$ cat config.mk
export PLATFORM = sky130hd
export DESIGN_NAME = intra_job_sched
export DESIGN_NICKNAME = d
export VERILOG_FILES = /design/src/rtl/intra_sched_pkg.sv /design/src/rtl/intra_job_order.sv /design/src/rtl/intra_dep_check.sv /design/src/rtl/intra_recon_flags.sv /design/src/rtl/intra_job_sched.sv
export SDC_FILE = /design/constraint.sdc
export NUM_CORES = 1
export LEC_CHECK = 0
export BUFFER_PORTS_ARGS = -buffer_cell sky130_fd_sc_hd__buf_2
export CAP_MARGIN = 10
export CORE_MARGIN = 1
export CORE_UTILIZATION = 48
export CTS_CLUSTER_SIZE = 28
export DETAILED_ROUTE_END_ITERATION = 10
export PLACE_DENSITY_LB_ADDON = 0.3
export SYNTH_ARGS = -nofsm -noshare
export SYNTH_HDL_FRONTEND = slang
export SYNTH_HIERARCHICAL = 1
export SYNTH_SLANG_ARGS = --single-unit
$ cat constraint.sdc
create_clock -name clk_i -period 9.04 [get_ports clk_i]
set_input_delay 0.904 -clock clk_i [delete_from_list [all_inputs] [get_ports clk_i]]
set_output_delay 0.904 -clock clk_i [all_outputs]
set_load 0.01 [all_outputs]
$ cat src/rtl/intra_sched_pkg.sv
package intra_sched_pkg;
  typedef enum logic [1:0] {
    JOB_B4  = 2'd0,
    JOB_B8  = 2'd1,
    JOB_L16 = 2'd2,
    JOB_CHR = 2'd3
  } job_kind_e;

  localparam logic [3:0] MODE_H  = 4'd0;
  localparam logic [3:0] MODE_V  = 4'd1;
  localparam logic [3:0] MODE_DC = 4'd2;
  localparam logic [3:0] MODE_PL = 4'd3;

  localparam int FULL_LEN = 28;
  localparam int REP_LEN  = 20;
  localparam int SLOT_W   = $clog2(FULL_LEN);

  typedef struct packed {
    job_kind_e  kind;
    logic [3:0] idx;
  } job_t;

  function automatic job_t mk(job_kind_e k, logic [3:0] i);
    job_t j;
    j.kind = k;
    j.idx  = i;
    return j;
  endfunction
endpackage

$ cat src/rtl/intra_job_order.sv
module intra_job_order
  import intra_sched_pkg::*;
(
  input  logic              first_pass_i,
  input  logic [SLOT_W-1:0] slot_i,
  output job_t              job_o,
  output logic              last_o
);
  job_t full_job, rep_job;

  always_comb begin
    unique case (slot_i)
      5'd0:  full_job = mk(JOB_B4, 4'd0);
      5'd1:  full_job = mk(JOB_B8, 4'd0);
      5'd2:  full_job = mk(JOB_B4, 4'd1);
      5'd3:  full_job = mk(JOB_L16, MODE_H);
      5'd4:  full_job = mk(JOB_L16, MODE_V);
      5'd5:  full_job = mk(JOB_B4, 4'd2);
      5'd6:  full_job = mk(JOB_B4, 4'd4);
      5'd7:  full_job = mk(JOB_B8, 4'd1);
      5'd8:  full_job = mk(JOB_B4, 4'd3);
      5'd9:  full_job = mk(JOB_B4, 4'd5);
      5'd10: full_job = mk(JOB_L16, MODE_DC);
      5'd11: full_job = mk(JOB_B4, 4'd8);
      5'd12: full_job = mk(JOB_B4, 4'd6);
      5'd13: full_job = mk(JOB_L16, MODE_PL);
      5'd14: full_job = mk(JOB_B4, 4'd9);
      5'd15: full_job = mk(JOB_B4, 4'd7);
      5'd16: full_job = mk(JOB_CHR, MODE_H);
      5'd17: full_job = mk(JOB_CHR, MODE_V);
      5'd18: full_job = mk(JOB_B4, 4'd10);
      5'd19: full_job = mk(JOB_B4, 4'd12);
      5'd20: full_job = mk(JOB_B8, 4'd2);
      5'd21: full_job = mk(JOB_B4, 4'd11);
      5'd22: full_job = mk(JOB_B4, 4'd13);
      5'd23: full_job = mk(JOB_CHR, MODE_DC);
      5'd24: full_job = mk(JOB_CHR, MODE_PL);
      5'd25: full_job = mk(JOB_B4, 4'd14);
      5'd26: full_job = mk(JOB_B8, 4'd3);
      default: full_job = mk(JOB_B4, 4'd15);
    endcase
  end

  // repeat passes: same order without luma 16x16 and chroma jobs
  always_comb begin
    unique case (slot_i)
      5'd0:  rep_job = mk(JOB_B4, 4'd0);
      5'd1:  rep_job = mk(JOB_B8, 4'd0);
      5'd2:  rep_job = mk(JOB_B4, 4'd1);
      5'd3:  rep_job = mk(JOB_B4, 4'd2);
      5'd4:  rep_job = mk(JOB_B4, 4'd4);
      5'd5:  rep_job = mk(JOB_B8, 4'd1);
      5'd6:  rep_job = mk(JOB_B4, 4'd3);
      5'd7:  rep_job = mk(JOB_B4, 4'd5);
      5'd8:  rep_job = mk(JOB_B4, 4'd8);
      5'd9:  rep_job = mk(JOB_B4, 4'd6);
      5'd10: rep_job = mk(JOB_B4, 4'd9);
      5'd11: rep_job = mk(JOB_B4, 4'd7);
      5'd12: rep_job = mk(JOB_B4, 4'd10);
      5'd13: rep_job = mk(JOB_B4, 4'd12);
      5'd14: rep_job = mk(JOB_B8, 4'd2);
      5'd15: rep_job = mk(JOB_B4, 4'd11);
      5'd16: rep_job = mk(JOB_B4, 4'd13);
      5'd17: rep_job = mk(JOB_B4, 4'd14);
      5'd18: rep_job = mk(JOB_B8, 4'd3);
      default: rep_job = mk(JOB_B4, 4'd15);
    endcase
  end

  assign job_o  = first_pass_i ? full_job : rep_job;
  assign last_o = first_pass_i ? (slot_i == SLOT_W'(FULL_LEN - 1))
                               : (slot_i == SLOT_W'(REP_LEN - 1));
endmodule

$ cat src/rtl/intra_dep_check.sv
module intra_dep_check (
  input  logic [3:0]  blk_i,
  input  logic [15:0] done_i,
  output logic        ready_o
);
  function automatic logic [3:0] zidx(logic [1:0] x, logic [1:0] y);
    return {y[1], x[1], y[0], x[0]};
  endfunction

  logic [1:0] x, y, xl, xr, yu;
  assign x  = {blk_i[2], blk_i[0]};
  assign y  = {blk_i[3], blk_i[1]};
  assign xl = x - 2'd1;
  assign xr = x + 2'd1;
  assign yu = y - 2'd1;

  always_comb begin
    ready_o = 1'b1;
    if (x != 2'd0) ready_o = ready_o & done_i[zidx(xl, y)];
    if (y != 2'd0) begin
      ready_o = ready_o & done_i[zidx(x, yu)];
      // upper-right only counts when it precedes this block in Z-scan
      if (x != 2'd3 && zidx(xr, yu) < blk_i)
        ready_o = ready_o & done_i[zidx(xr, yu)];
    end
  end
endmodule

$ cat src/rtl/intra_recon_flags.sv
module intra_recon_flags #(
  parameter int NQP_MAX = 7,
  localparam int QP_W = $clog2(NQP_MAX + 1)
) (
  input  logic                    clk_i,
  input  logic                    rst_ni,
  input  logic                    clr_i,
  input  logic                    set_i,
  input  logic [QP_W-1:0]         set_qp_i,
  input  logic [3:0]              set_blk_i,
  output logic [NQP_MAX-1:0][15:0] flags_o
);
  for (genvar q = 0; q < NQP_MAX; q++) begin : g_qp
    logic hit;
    assign hit = set_i && (set_qp_i == QP_W'(q));
    always_ff @(posedge clk_i or negedge rst_ni) begin
      if (!rst_ni)      flags_o[q] <= '0;
      else if (clr_i)   flags_o[q] <= '0;
      else if (hit)     flags_o[q][set_blk_i] <= 1'b1;
    end
  end
endmodule

$ cat src/rtl/intra_job_sched.sv
module intra_job_sched
  import intra_sched_pkg::*;
#(
  parameter int NQP_MAX = 7,
  localparam int QP_W = $clog2(NQP_MAX + 1)
) (
  input  logic            clk_i,
  input  logic            rst_ni,
  input  logic            mb_start_i,
  input  logic [QP_W-1:0] num_qp_i,
  input  logic            recon_valid_i,
  input  logic [3:0]      recon_blk_i,
  input  logic [QP_W-1:0] recon_qp_i,
  input  logic            job_ready_i,
  output logic            job_valid_o,
  output logic [1:0]      job_type_o,
  output logic [3:0]      job_idx_o,
  output logic [QP_W-1:0] job_qp_o,
  output logic            mb_done_o
);
  logic              run_q;
  logic [SLOT_W-1:0] slot_q;
  logic [QP_W-1:0]   qp_q, nqp_q, nqp_d;
  logic [NQP_MAX-1:0][15:0] flags;
  job_t              cur;
  logic              last_slot, dep_ok, accept, start, last_pass;

  assign start = mb_start_i && !run_q;

  always_comb begin
    if (num_qp_i == '0)                      nqp_d = QP_W'(1);
    else if (num_qp_i > QP_W'(NQP_MAX))      nqp_d = QP_W'(NQP_MAX);
    else                                     nqp_d = num_qp_i;
  end

  intra_recon_flags #(.NQP_MAX(NQP_MAX)) u_flags (
    .clk_i     (clk_i),
    .rst_ni    (rst_ni),
    .clr_i     (start),
    .set_i     (recon_valid_i),
    .set_qp_i  (recon_qp_i),
    .set_blk_i (recon_blk_i),
    .flags_o   (flags)
  );

  intra_job_order u_order (
    .first_pass_i (qp_q == '0),
    .slot_i       (slot_q),
    .job_o        (cur),
    .last_o       (last_slot)
  );

  intra_dep_check u_dep (
    .blk_i   (cur.idx),
    .done_i  (flags[qp_q]),
    .ready_o (dep_ok)
  );

  assign job_valid_o = run_q && (cur.kind != JOB_B4 || dep_ok);
  assign accept      = job_valid_o && job_ready_i;
  assign last_pass   = (qp_q == nqp_q - QP_W'(1));
  assign job_type_o  = cur.kind;
  assign job_idx_o   = cur.idx;
  assign job_qp_o    = qp_q;

  always_ff @(posedge clk_i or negedge rst_ni) begin
    if (!rst_ni) begin
      run_q     <= 1'b0;
      slot_q    <= '0;
      qp_q      <= '0;
      nqp_q     <= QP_W'(1);
      mb_done_o <= 1'b0;
    end else begin
      mb_done_o <= accept && last_slot && last_pass;
      if (start) begin
        run_q  <= 1'b1;
        slot_q <= '0;
        qp_q   <= '0;
        nqp_q  <= nqp_d;
      end else if (accept) begin
        if (last_slot) begin
          slot_q <= '0;
          if (last_pass) run_q <= 1'b0;
          else           qp_q  <= qp_q + QP_W'(1);
        end else begin
          slot_q <= slot_q + SLOT_W'(1);
        end
      end
    end
  end
endmodule

-- Word level (Yosys, flattened, before mapping)
Memory sizes are Yosys's and may differ from the RTL's.
Index checks and enable logic that the tools add are counted.
W data, S select, Z words.
- flip-flop bits (word level): 125
- bits in read-only memories: 352
- input bits: 15
- output and inout port bits: 11
- logic and storage cells: 124
- memories kept: 2
- $add $sub $neg: 6
- magnitude comparators: 8
- equal/unequal tests: 11
- multiplexer cells: 42
- bitwise gates (word level): 9
- reductions and logical operators: 34
- memories (name ; words ; width ; rd ports ; clocked after memory_dff ; wr ports ; RTL line ; RTL):
    (name not given) ; 32 ; 6 ; 1 ; 0 ; 0 ; intra_job_order.sv:12 ; unique case (slot_i)
    (name not given) ; 32 ; 5 ; 1 ; 0 ; 0 ; intra_job_order.sv:46 ; unique case (slot_i)
- operators by type and width (kind ; number):
    $mux W16 ; 15
    $or A16 B16 Y16 ; 7
    $bmux W16 S3 ; 1
    $reduce_bool A2 Y1 ; 13
    $lt A4 B5 Y1 const B ; 4
    $mux W3 ; 6
    $mux W5 ; 3
    $logic_and A1 B1 Y1 ; 14
    $bmux W1 S4 ; 3
    $mux W1 ; 12
    $eq A5 B5 Y1 const B ; 2
    $eq A3 B3 Y1 const B ; 3
    $logic_not A3 Y1 ; 3
    $eq A3 B2 Y1 const B ; 2
    $mux W6 ; 1
    $reduce_and A3 Y1 ; 2
    $add A5 B1 Y5 const B ; 1
    $demux W1 S4 ; 1
    $ge A4 B1 Y1 const B ; 1
    $lt A3 B4 Y1 const B ; 1
    $lt A4 B4 Y1 ; 1
    $ne A2 B2 Y1 const B ; 2
    $sub A2 B1 Y2 const B ; 2
    $add A3 B1 Y3 const B ; 1
    8 further kinds ; 9

-- Depth between registers and ports, before layout
- depth in word-level cells: 15
- mapped depth: 21
- depth with buffers taken out: 17

-- By module
The synthesis kept the hierarchy.
- by module, submodules not included (module ; instances ; cells each ; area an instance (um^2) ; sequential area each (um^2)):
    intra_recon_flags ; 1 ; 399 ; 4374.2 ; 2802.7
    intra_job_sched ; 1 ; 189 ; 1614.0 ; 326.6
    intra_job_order ; 1 ; 96 ; 651.9 ; 0.0
    intra_dep_check ; 1 ; 38 ; 489.2 ; 0.0

-- Worst setup path before layout
Ideal clock, no wire load.
- kind: register to output
- from: register qp_q[1] (netlist: job_qp_o[1])
- to: output port job_valid_o
- arrival: 4.330 ns
- data required time: 8.136 ns
- path slack: 3.806 ns
- cell stages (with the launch flop): 18
- path buffers: 4
- cells stage by stage: dfrtp_1 -> buf_2 -> buf_1 -> inv_1 -> ha_1 -> nor2b_1 -> clkbuf_1 -> nand2b_1 -> o22ai_1 -> o31ai_1 -> buf_6 -> inv_1 -> ha_1 -> mux4_1 -> o221ai_1 -> a21oi_1 -> o32a_1 -> o31a_1
- word-level cells in the longest chain between the ends: 12
- elaborated cells on any way between the ends: 26
- classes of those cells: add/sub: 3; order compare: 1; eq/ne: 1; mux: 12; bitwise: 2; reduce/logical: 7
- RTL lines (what ; RTL line ; RTL):
    start, declared ; intra_job_sched.sv:23 ; logic [QP_W-1:0] qp_q, nqp_q, nqp_d;
    start signal, assigned ; intra_job_sched.sv:84 ; else qp_q <= qp_q + QP_W'(1);
    $logic_not A3 Y1 * ; intra_job_sched.sv:47 ; .first_pass_i (qp_q == '0),
    $mux W6 * ; intra_job_order.sv:70 ; assign job_o = first_pass_i ? full_job : rep_job;
    named net job_idx_o[0] ; intra_job_sched.sv:17 ; output logic [3:0] job_idx_o,
    $sub A2 B1 Y2 ; intra_dep_check.sv:13 ; assign xl = x - 2'd1;
    $bmux W1 S4 ; intra_dep_check.sv:19 ; if (x != 2'd0) ready_o = ready_o & done_i[zidx(xl, y)];
    $mux W1 (implied by the code) ; intra_dep_check.sv:19 ;
    $mux W1 ; intra_dep_check.sv:19 ;
    $and A1 B1 Y1 ; intra_dep_check.sv:21 ; ready_o = ready_o & done_i[zidx(x, yu)];
    $and A1 B1 Y1 ; intra_dep_check.sv:24 ; ready_o = ready_o & done_i[zidx(xr, yu)];
    $mux W1 ; intra_dep_check.sv:23 ; if (x != 2'd3 && zidx(xr, yu) < blk_i)
    $mux W1 * ; intra_dep_check.sv:20 ; if (y != 2'd0) begin
    named net dep_ok ; intra_job_sched.sv:26 ; logic last_slot, dep_ok, accept, start, last_pass;
    $logic_or A1 B1 Y1 * ; intra_job_sched.sv:59 ; assign job_valid_o = run_q && (cur.kind != JOB_B4 || dep_ok);
    $logic_and A1 B1 Y1 * ; intra_job_sched.sv:59 ;
    end, declared ; intra_job_sched.sv:15 ; output logic job_valid_o,
The timed path passes the listed nets; every way through them passes the cells marked *. The select of a mux whose other input is x is not followed.

-- Worst setup path after layout
- from: register qp_q[1] (netlist: job_qp_o[1])
- to: output port job_valid_o
- word-level cells in the longest chain between the ends: 12
- elaborated cells on any way between the ends: 26
- classes of those cells: add/sub: 3; order compare: 1; eq/ne: 1; mux: 12; bitwise: 2; reduce/logical: 7
- RTL lines (what ; RTL line):
    $logic_not A3 Y1 ; intra_job_sched.sv:47
    $mux W6 ; intra_job_order.sv:70
    $sub A2 B1 Y2 ; intra_dep_check.sv:13
    $bmux W1 S4 ; intra_dep_check.sv:19
    $mux W1 (implied by the code) ; intra_dep_check.sv:19
    $mux W1 ; intra_dep_check.sv:19
    $and A1 B1 Y1 ; intra_dep_check.sv:21
    $and A1 B1 Y1 ; intra_dep_check.sv:24
    $mux W1 ; intra_dep_check.sv:23
    $mux W1 * ; intra_dep_check.sv:20
    named net dep_ok ; intra_job_sched.sv:26
    $logic_or A1 B1 Y1 * ; intra_job_sched.sv:59
    $logic_and A1 B1 Y1 * ; intra_job_sched.sv:59
Marked as above.

==> flow_summary.json <==
{
  "synth_area_per_cell_um2": 9.874,
  "vias": 5570,
  "first_pass_iters": 5,
  "synth_top_family_by_area": "simple AND/OR/NAND/NOR gates",
  "fmax_mhz": 175.4,
  "grt_pass1_wl_um": 28240,
  "cp_data_required_time_ns": 8.14,
  "post-cts-setup-buffers": 0,
  "synth_cell_types": 64,
  "place_inst": 872,
  "synth-xor-area-share_pct": 0.8073,
  "synth.most_common_cell": "a21oi_1",
  "hold_buffers": 0,
  "worst_slew_pin_slew_ns": 1.310,
  "max_stage_delay_ns": 0.77,
  "pwr_density_cell_nw_per_um2": 221.5,
  "coreArea_um2": 14530,
  "regArea_um2": 3132,
  "finish.utilization_pct": 53.38,
  "synth_top_cell_by_area": "dfrtp_1",
  "fillers": 1319,
  "finalNonFillerCells": 904,
  "synth-seq-cells": 125,
  "clk_pin_slew_ns": 0.05,
  "synth-simple-area-share_pct": 17.78,
  "synth_compound_area_share_pct": 15.80,
  "htree_num_levels": 4,
  "syn_area_um2": 7129,
  "power_w": 0.001718,
  "die_w_um": 123.9,
  "num_antenna_cells": 0,
  "root_buffer": "clkbuf_16",
  "cp_max_fo": 38,
  "dieArea_um2": 15340,
  "setup_tns_ns": 0,
  "vias_per_cell": 6.162,
  "wl_per_cell_um": 19.08,
  "finalHoldViolations": 0,
  "cp_slowest_cell": "dfrtp_2",
  "drv_slew": 0,
  "synth_common_cells": "164 x a21oi_1, 156 x nor2_1, 124 x dfrtp_1, 20 x mux2i_1, 20 x mux4_2",
  "drive_gt1_share_pct": 15.14,
  "clkLatencyLatePin_ns": 0.42,
  "synth_edf_count": 0,
  "crit_type": "reg2out",
  "synthAdderAreaFrac_pct": 2.633,
  "hp-class": "in2async",
  "numClockSinks": 125,
  "synth_ff_type": "dfrtp_1",
  "finalCritPeriodShare_pct": 63.08,
  "cts_tree": "done",
  "worst_ep_arrival_time_ns": 4.80,
  "nets": 737,
  "fin_worst_skew_ns": 0.007020,
  "crit_chain": "inv_1, ha_1, nor2b_1, xnor2_1, nand3_1, o211ai_1, o31ai_2, buf_4, inv_1, ha_1, mux4_1, o221ai_1, nor4_1, o32a_1, o31a_1, buf_2",
  "setup-violations-final": 0,
  "yosys.area.top_type_share_pct": 43.52,
  "grt_start_max_net_pins": 120,
  "gp_congestion": 0.8365,
  "grt_pass1_vias": 5430,
  "syn_inst": 722,
  "async_reset_ff_share_pct": 100.0,
  "syn_to_final_growth_pct": 8.828,
  "start_util_pct": 49.05,
  "slew_headroom_pct": 12.33,
  "drt_iter0_markers": 448,
  "pre_cts_ws_ns": 3.851,
  "io_buffer_count": 25,
  "cts_resized": 0,
  "yosysWarnings": 6,
  "endpoint_kind": "output pin",
  "cts_inserted_buffers": 17,
  "fin_ws_ns": 3.338,
  "dpl.hpwl_um": 10210,
  "min_period_ns": 5.702,
  "rsz0062_at_grt": "no",
  "drc": 0,
  "yosysSeqAreaShare_pct": 43.89,
  "clock_path_buffers": 2,
  "ios": 26,
  "antenna_found_initial": 0,
  "p_leak_nw": 3.639,
  "rows": 44,
  "die_y_um": 123.9,
  "synth_mux_area_share_pct": 12.76,
  "antenna_left": 0,
  "crit_path_start_kind": "flip-flop",
  "max-vdd-ir-drop_mv": 0.1277,
  "drv_cap": 0,
  "wl_um": 17250,
  "synth_nets": 752,
  "synth_area_leaders": "dfrtp_1 44%, a21oi_1 12%, nor2_1 8.2%",
  "grt-ovfl-total": 0,
  "grt_usage_pct": 24.46,
  "outcome": "completed",
  "multiInputGateArea_um2": 3553
}
cell families after synthesis:
logic type               after synthesis
flip-flops                           125
buffers and inverters                 80
multiplexers                          51
adder cells (fa/ha/maj)               15
AND/OR/NAND/NOR                      240
AO/OA/AOI/OAI                        206
XOR/XNOR                               5
stage by stage:
step / hold slack, ns / area [um^2]
2_1_floorplan: 0.4573 / 7129
3_3_place_gp: 0.4711 / 7142
3_5_place_dp: 0.4805 / 7142
4_1_cts: 0.4804 / 7759
5_1_grt: 0.5045 / 7759
6_report: 0.4653 / 7759
cells in the final DEF, fill, tap and decap left out, drive strengths merged, types with 3 or more instances in the layout:
master / n
mux4: 29
o221ai: 3
buf: 30
or3b: 3
inv: 17
nand3: 9
and4bb: 9
clkinvlp: 4
mux2i: 20
clkinv: 4
nor4b: 6
and4b: 7
nand2: 17
nor3: 3
nor2: 156
dfrtp: 124
a2bb2oi: 3
o31ai: 3
nor2b: 6
clkbuf: 20
ha: 15
xor2: 3
o21ai: 14
bufinv: 3
a21oi: 164
o211ai: 3
nand2b: 8
worst max-delay path, delay by kind of cell, from the launching register on:
family | cells | cell delay (ns)
AOI/OAI and AO/OA | 5 | 1.06
and+or+nand+nor | 3 | 0.84
DFF | 1 | 0.77
buffers and inverters | 4 | 0.65
adders and majority gates | 2 | 0.54
muxes | 1 | 0.33
xor gates and xnor gates | 1 | 0.18
power breakdown:
part / internal, W / total, W / switching (W) / leakage (nW)
Sequential: 0.000632 / 0.000689 / 0.0000568 / 1.63
Combinational: 0.000142 / 0.000323 / 0.000182 / 1.72
Clock: 0.000450 / 0.000706 / 0.000257 / 0.289
Total: 0.00122 / 0.00172 / 0.000495 / 3.64
sequential cells by signal, summed over array words and instances, names as in the netlist:
| signal | cells |
|---|---|
| job_qp_o | 3 |
| u_flags/flags_o | 112 |
| slot_q | 5 |
| run_q | 1 |
| mb_done_o | 1 |
| nqp_q | 3 |
cell type report:
class                   count  area share [%]
clock buffers              20           5.886
clock inverters            12           2.064
inverters                  16          0.7902
multi-input cells         517           45.80
flip-flops and latches    125           40.36
well taps                 184           2.967
repair buffers             30           2.129
metal layers:
metal | global-route usage (%) | routed length [um] | vias to the layer above
met1 | 31.81 | 7258 | 2801
met5 | 0 | 0 | -
met3 | 5.037 | 984 | 35
met2 | 39.48 | 8599 | 195
met4 | 10.92 | 404 | 0
li1 | - | - | 2539
final timing paths:
check / from / endpoint / slack [ns] / depth (start not counted)
min reg2reg: u_flags/flags_o[24]$_DFFE_PN0P_ / u_flags/flags_o[24]$_DFFE_PN0P_ / 0.49 / 2
min: rst_ni / u_flags/flags_o[111]$_DFFE_PN0P_ / 0.47 / 1
min in group clk_i: u_flags/flags_o[24]$_DFFE_PN0P_ / u_flags/flags_o[24]$_DFFE_PN0P_ / 0.49 / 2
max reg2reg: job_qp_o[1]$_DFFE_PN0P_ / slot_q[3]$_DFFE_PN0P_ / 4.01 / 18
max in group asynchronous: rst_ni / job_qp_o[0]$_DFFE_PN0P_ / 7.05 / 2
max: job_qp_o[1]$_DFFE_PN0P_ / job_valid_o / 3.34 / 16
Note: power is estimated with default switching activity, not from simulation.
